<file path="src/rtl/dwb_pkg.sv">
package dwb_pkg;
  typedef enum logic [1:0] {
    PH_IDLE  = 2'd0,
    PH_FETCH = 2'd1,
    PH_LOCAL = 2'd2,
    PH_FLUSH = 2'd3
  } phase_e;

  typedef enum logic [1:0] {
    HS_IDLE = 2'd0,
    HS_REQ  = 2'd1,
    HS_OWN  = 2'd2
  } hstate_e;

  localparam logic [3:0] CMD_MEMWR  = 4'h7;
  localparam logic [3:0] CMD_MEMWRI = 4'hF;
endpackage

</file>
<file path="src/rtl/dwb_phase_ctrl.sv">
module dwb_phase_ctrl
  import dwb_pkg::*;
#(
  parameter int CODE_W = 4,
  parameter int LEN_W  = 16,
  parameter logic [CODE_W-1:0] START_CODE = 4'hA
) (
  input  logic              clk,
  input  logic              rst_n,
  input  logic              stat_valid,
  input  logic [CODE_W-1:0] stat_code,
  input  logic              len_rd_ready,
  input  logic [LEN_W-1:0]  len_rd_data,
  input  logic              local_release,
  input  logic              flush_done,
  output phase_e            phase,
  output logic [LEN_W-1:0]  len_q
);
  phase_e phase_n;
  logic   start_seen;

  assign start_seen = stat_valid && (stat_code == START_CODE);

  always_comb begin
    phase_n = phase;
    unique case (phase)
      PH_IDLE:  if (start_seen)    phase_n = PH_FETCH;
      PH_FETCH: if (len_rd_ready)  phase_n = PH_LOCAL;
      PH_LOCAL: if (local_release) phase_n = PH_FLUSH;
      PH_FLUSH: if (flush_done)    phase_n = PH_IDLE;
      default:                     phase_n = PH_IDLE;
    endcase
  end

  always_ff @(posedge clk) begin
    if (!rst_n) begin
      phase <= PH_IDLE;
      len_q <= '0;
    end else begin
      phase <= phase_n;
      if (phase == PH_FETCH && len_rd_ready) len_q <= len_rd_data;
    end
  end
endmodule

</file>
<file path="src/rtl/dwb_cmd_policy.sv">
module dwb_cmd_policy
  import dwb_pkg::*;
#(
  parameter int ADDR_W = 32,
  parameter int LVL_W  = 6,
  parameter int LINE_W = 8
) (
  input  phase_e            phase,
  input  logic [LVL_W-1:0]  fifo_level,
  input  logic [ADDR_W-1:0] dma_addr,
  input  logic [LINE_W-1:0] line_words,
  output logic              want_bus,
  output logic [3:0]        want_cmd
);
  localparam int WADDR_W = ADDR_W - 2;
  localparam int CMP_W   = (LVL_W > LINE_W) ? LVL_W : LINE_W;

  logic               zero_line;
  logic               have_word;
  logic               full_line;
  logic               aligned;
  logic [WADDR_W-1:0] divisor;
  logic [WADDR_W-1:0] word_rem;
  logic [CMP_W-1:0]   lvl_x;
  logic [CMP_W-1:0]   line_x;

  assign zero_line = (line_words == '0);
  assign have_word = (fifo_level != '0);
  assign lvl_x     = CMP_W'(fifo_level);
  assign line_x    = CMP_W'(line_words);
  assign full_line = !zero_line && (lvl_x >= line_x);
  assign divisor   = zero_line ? WADDR_W'(1) : WADDR_W'(line_words);
  assign word_rem  = dma_addr[ADDR_W-1:2] % divisor;
  assign aligned   = (dma_addr[1:0] == 2'b00) && (word_rem == '0);

  always_comb begin
    want_bus = 1'b0;
    want_cmd = CMD_MEMWR;
    if (zero_line) begin
      want_bus = (phase == PH_LOCAL || phase == PH_FLUSH) && have_word;
      want_cmd = CMD_MEMWR;
    end else if (phase == PH_LOCAL) begin
      want_bus = full_line && aligned;
      want_cmd = CMD_MEMWRI;
    end else if (phase == PH_FLUSH) begin
      want_bus = have_word;
      want_cmd = (full_line && aligned) ? CMD_MEMWRI : CMD_MEMWR;
    end
  end
endmodule

</file>
<file path="src/rtl/dwb_host_seq.sv">
module dwb_host_seq
  import dwb_pkg::*;
#(
  parameter int LVL_W = 6
) (
  input  logic             clk,
  input  logic             rst_n,
  input  logic             want_bus,
  input  logic [3:0]       want_cmd,
  input  logic [LVL_W-1:0] fifo_level,
  input  logic             host_gnt,
  input  logic             host_lost,
  output hstate_e          hstate,
  output logic [3:0]       cmd_q
);
  hstate_e hstate_n;

  always_comb begin
    hstate_n = hstate;
    unique case (hstate)
      HS_IDLE: if (want_bus) hstate_n = HS_REQ;
      HS_REQ:  if (host_gnt) hstate_n = HS_OWN;
      HS_OWN:  if (host_lost || fifo_level == '0) hstate_n = HS_IDLE;
      default: hstate_n = HS_IDLE;
    endcase
  end

  always_ff @(posedge clk) begin
    if (!rst_n) begin
      hstate <= HS_IDLE;
      cmd_q  <= CMD_MEMWR;
    end else begin
      hstate <= hstate_n;
      if (hstate == HS_IDLE && want_bus) cmd_q <= want_cmd;
    end
  end
endmodule

</file>
<file path="src/rtl/dma_wr_burst_ctrl.sv">
module dma_wr_burst_ctrl
  import dwb_pkg::*;
#(
  parameter int ADDR_W = 32,
  parameter int LEN_W  = 16,
  parameter int LVL_W  = 6,
  parameter int LINE_W = 8,
  parameter int CODE_W = 4,
  parameter logic [CODE_W-1:0] START_CODE = 4'hA
) (
  input  logic              clk,
  input  logic              rst_n,
  input  logic              stat_valid,
  input  logic [CODE_W-1:0] stat_code,
  output logic              len_rd_valid,
  input  logic              len_rd_ready,
  input  logic [LEN_W-1:0]  len_rd_data,
  output logic [LEN_W-1:0]  xfer_len,
  output logic              local_grant,
  input  logic              local_release,
  input  logic [LVL_W-1:0]  fifo_level,
  input  logic [ADDR_W-1:0] dma_addr,
  input  logic [LINE_W-1:0] line_words,
  output logic              host_req,
  input  logic              host_gnt,
  input  logic              host_lost,
  output logic [3:0]        host_cmd,
  output logic              host_drive
);
  phase_e  phase;
  hstate_e hstate;
  logic    want_bus;
  logic [3:0] want_cmd;
  logic    flush_done;

  assign flush_done = (hstate == HS_IDLE) && !want_bus && (fifo_level == '0);

  dwb_phase_ctrl #(
    .CODE_W(CODE_W), .LEN_W(LEN_W), .START_CODE(START_CODE)
  ) u_phase (
    .clk(clk), .rst_n(rst_n),
    .stat_valid(stat_valid), .stat_code(stat_code),
    .len_rd_ready(len_rd_ready), .len_rd_data(len_rd_data),
    .local_release(local_release), .flush_done(flush_done),
    .phase(phase), .len_q(xfer_len)
  );

  dwb_cmd_policy #(
    .ADDR_W(ADDR_W), .LVL_W(LVL_W), .LINE_W(LINE_W)
  ) u_policy (
    .phase(phase), .fifo_level(fifo_level), .dma_addr(dma_addr),
    .line_words(line_words), .want_bus(want_bus), .want_cmd(want_cmd)
  );

  dwb_host_seq #(
    .LVL_W(LVL_W)
  ) u_host (
    .clk(clk), .rst_n(rst_n),
    .want_bus(want_bus), .want_cmd(want_cmd), .fifo_level(fifo_level),
    .host_gnt(host_gnt), .host_lost(host_lost),
    .hstate(hstate), .cmd_q(host_cmd)
  );

  assign len_rd_valid = (phase == PH_FETCH);
  assign local_grant  = (phase == PH_LOCAL);
  assign host_req     = (hstate == HS_REQ);
  assign host_drive   = (hstate == HS_OWN) && (fifo_level != '0);
endmodule

</file>
<file path="config.mk">
export PLATFORM = sky130hd
export DESIGN_NAME = dma_wr_burst_ctrl
export DESIGN_NICKNAME = d
export VERILOG_FILES = /design/src/rtl/dwb_pkg.sv /design/src/rtl/dwb_phase_ctrl.sv /design/src/rtl/dwb_cmd_policy.sv /design/src/rtl/dwb_host_seq.sv /design/src/rtl/dma_wr_burst_ctrl.sv
export SDC_FILE = /design/constraint.sdc
export NUM_CORES = 1
export LEC_CHECK = 0
export BUFFER_PORTS_ARGS = -buffer_cell sky130_fd_sc_hd__buf_2
export CORE_UTILIZATION = 35
export DETAILED_ROUTE_END_ITERATION = 16
export SLEW_MARGIN = 20
export SYNTH_ARGS = -nofsm -noshare
export SYNTH_HDL_FRONTEND = slang
export SYNTH_SLANG_ARGS = --single-unit
</file>
<file path="constraint.sdc">
create_clock -name clk -period 132.1 [get_ports clk]
set_input_delay 26.42 -clock clk [delete_from_list [all_inputs] [get_ports clk]]
set_output_delay 26.42 -clock clk [all_outputs]
set_load 0.1 [all_outputs]
</file>
==> metrics.md <==
| Metric | Value |
|---|---|
| Hold Fails Final Rpt | 0 |
| Post-synthesis instance total | 2740 |
| Detailed-placement wirelength estimate | roughly 46000 um |
| Number of pins exceeding their max-slew limit in the final report | 0 |
| Yosys warning count | 0 |
| H-tree levels | 1 |
| Slowest CP cell | sky130_fd_sc_hd__o21ai_1 |
| Total Die Area | about 54000 um^2 |
| Delay contributed by the slowest stage of the critical path | approximately 0.77 ns |
| Type of the tightest min-delay check | reg -> reg |
| Post-synthesis register bit count | 21 |
| Detailed-route vias per instance | 5.90 |
| Hold-critical path depth | 2 |
| Critical path peak fanout | 30 |
| Top flip-flop cell by instance count after synthesis | sky130_fd_sc_hd__dfxtp_1 |
| # resized after CTS | 0 |
| Post-route antenna net violation count | 0 |
| Grt ovf | 0 |
| Layout cells sized above 1 | 10.1% |
| Cells on worst reg2reg path | 6 |
| EDFF count, synth | 0 |
| CTS tree | done |
| Global routing usage summed across all routing layers | about a fifth |
| Total number of vias | 20400 |
| Actual transition at the worst max-transition pin | around 1 ns |
| Required time of the worst setup path | approximately 130 ns |
| Leading cell types in the layout, fill and taps excluded | sky130_fd_sc_hd__nand2_1, sky130_fd_sc_hd__nor2_1, sky130_fd_sc_hd__ha_1 |
| Count of standard-cell rows | 84 |
| Area grow syn2layout | 6.20% |
| Core Region | 52600 um^2 |
| Clock latency on the worst-skew pair | 0.25 ns |
| Leading cell type in the layout, fill and taps excluded | sky130_fd_sc_hd__nand2_1 |
| Minimum period implied by the final worst setup slack | 112.82 ns |
| Drt pass-1 iters | 5 |
| Slew headroom | 31.5% |
| Count of hold-fix buffers inserted at cts | 0 |
| RSZ-0062 raised after global routing | false |
| Final nets | 3062 |
| Setup TNS Final | 0 ns |
| Largest net degree at the start of global routing | 31 |
| Critical Setup Path Class | in -> reg |
| Num CTS Buffers | 3 |
| Post-detailed-route wirelength per cell | 16.4 um |
| Portion of the post-synthesis area used by sequential elements | 2.26% |
| Cell repeated most along the worst path | sky130_fd_sc_hd__o21a_1 |
| Initial Util | 35.4% |
| Routability congestion estimate | 0.911 |
| Die W | 232 um |
| Input/output buffers | 93 |
| Sink Count | 21 |
| Detailed Route WL | 56500 um |
| Arrival @ worst endpoint | 112.96 ns |
| Count of cell types in the netlist | 125 |
| Clk root buf | sky130_fd_sc_hd__clkbuf_16 |
| I/O Pins | between 90 and 100 |
| Clock Pin Slew Worst Setup and Hold Paths | 0.06 ns |
| Number of buffers on the longest clock path | 2 |
| Share of synthesized registers carrying an async set or reset | 0% |
| Post-CTS Setup Inserts | 0 |
| Max-cap viol count | 0 |
| First-pass GRT wire length | 94200 um |
| Final routed DRC violation total | 0 |
| Die Height | 232 um |
| Category of the worst setup path launch point | input port |
| Number of global-route vias before repair | 19100 |
| Skew final | 0.00272 ns |
| Post-synth design cell area | 18600 um^2 |
| Status | complete, no violations |
| DRC marker count from the first detailed-route iteration | 1257 |
| Number of antenna violations at the first check in global routing | 4 |
| Per-instance average area after synthesis | approximately 6.8 um^2 |
| Number of setup violations in the final report | 0 |
| Part of the cycle the worst path needs | between 80% and 90% |
| Max Clock Freq | around 9 MHz |
| Critical path endpoint category | flop |
## layer usage
layer  vias up  part of all wire [%]  track usage, %
met1      9280                    50            28.8
met3        72                   4.8            1.75
met5         -                 0.053               0
met4         6                   1.8            4.04
li1      10500                     -               -
met2       475                    43            33.5
## synth_stat cells, drive strengths merged, types with 36 or more instances
cell      n  area [um^2]
a21o     54          405
a21oi   179          937
and2     44          275
buf      39          220
clkbuf   59          223
ha      224         2800
inv      96          360
mux2     49          563
mux2i    39          403
nand2   278         1040
nand3    94          485
nand4    45          294
nor2    258          971
nor3    201         1050
nor4     36          292
o211ai   43          333
o21a    147         1100
o21ai   146          753
o31ai    62          489
or2      40          250
xnor2    75          664
xor2     53          464
## stage by stage
step | setup slack, ns | hold slack [ns] | area [um^2] | instances | util, %
after floorplan | 29.79 | 0.513 | 18600 | 2742 | -
after global placement | 21.35 | 0.450 | 19700 | 3447 | 37.4
after detailed placement | 20.08 | 0.455 | 19700 | 3447 | 37.4
after CTS | 20.11 | 0.463 | 19700 | 3451 | 37.6
after global routing | 11.12 | 0.473 | 19700 | 3451 | 37.6
final | 19.29 | 0.457 | 19700 | 3452 | 37.6
## cell families after synthesis
| family | Yosys count | share of synthesized area [%] |
|---|---|---|
| DFF | 21 | 2.26 |
| xor gates and xnor gates | 128 | 6.07 |
| adders and majority gates | 227 | 15.3 |
| AOI/OAI and AO/OA | 906 | 34.7 |
| other | 1 | 0.0202 |
| buffers and inverters | 194 | 4.32 |
| muxes | 88 | 5.20 |
| and+or+nand+nor | 1175 | 32.1 |
## path summary, 6_finish.rpt
check | end | slack, ns | start
worst max register to register | u_phase.phase[1] | 130.13 | u_phase.phase[0]
worst max-delay path | u_phase.phase[1] | 19.29 | line_words[5]
worst min register to register | u_phase.len_q[10] | 0.46 | u_phase.len_q[10]
worst min-delay path | u_phase.len_q[10] | 0.46 | u_phase.len_q[10]
## worst max-delay path, delay by kind of cell
kind	cells	cell delay (ns)
compound gates	200	46.19
simple gates	101	26.42
fa+ha+maj	30	8.90
buf+inv	18	2.55
mux	8	2.42
## registers in the layout (all words and copies together) (netlist names)
name / cells
u_host.cmd_q: 1
u_phase.len_q: 16
u_phase.phase: 2
u_host.hstate: 2
## area by class of cell
type	instances	area, um^2
timing repair buffer	115	631
clock inverter	1	5.00
multi-input combinational	2527	17400
sequential	21	420
inverter	96	360
clock buffer	3	75.1
antenna	1	2.50
fill	5718	32800
tap	688	861
Power is left out: the tool's default activity adds up to more than one toggle a clock period on the data nets, which glitch-free logic cannot reach.
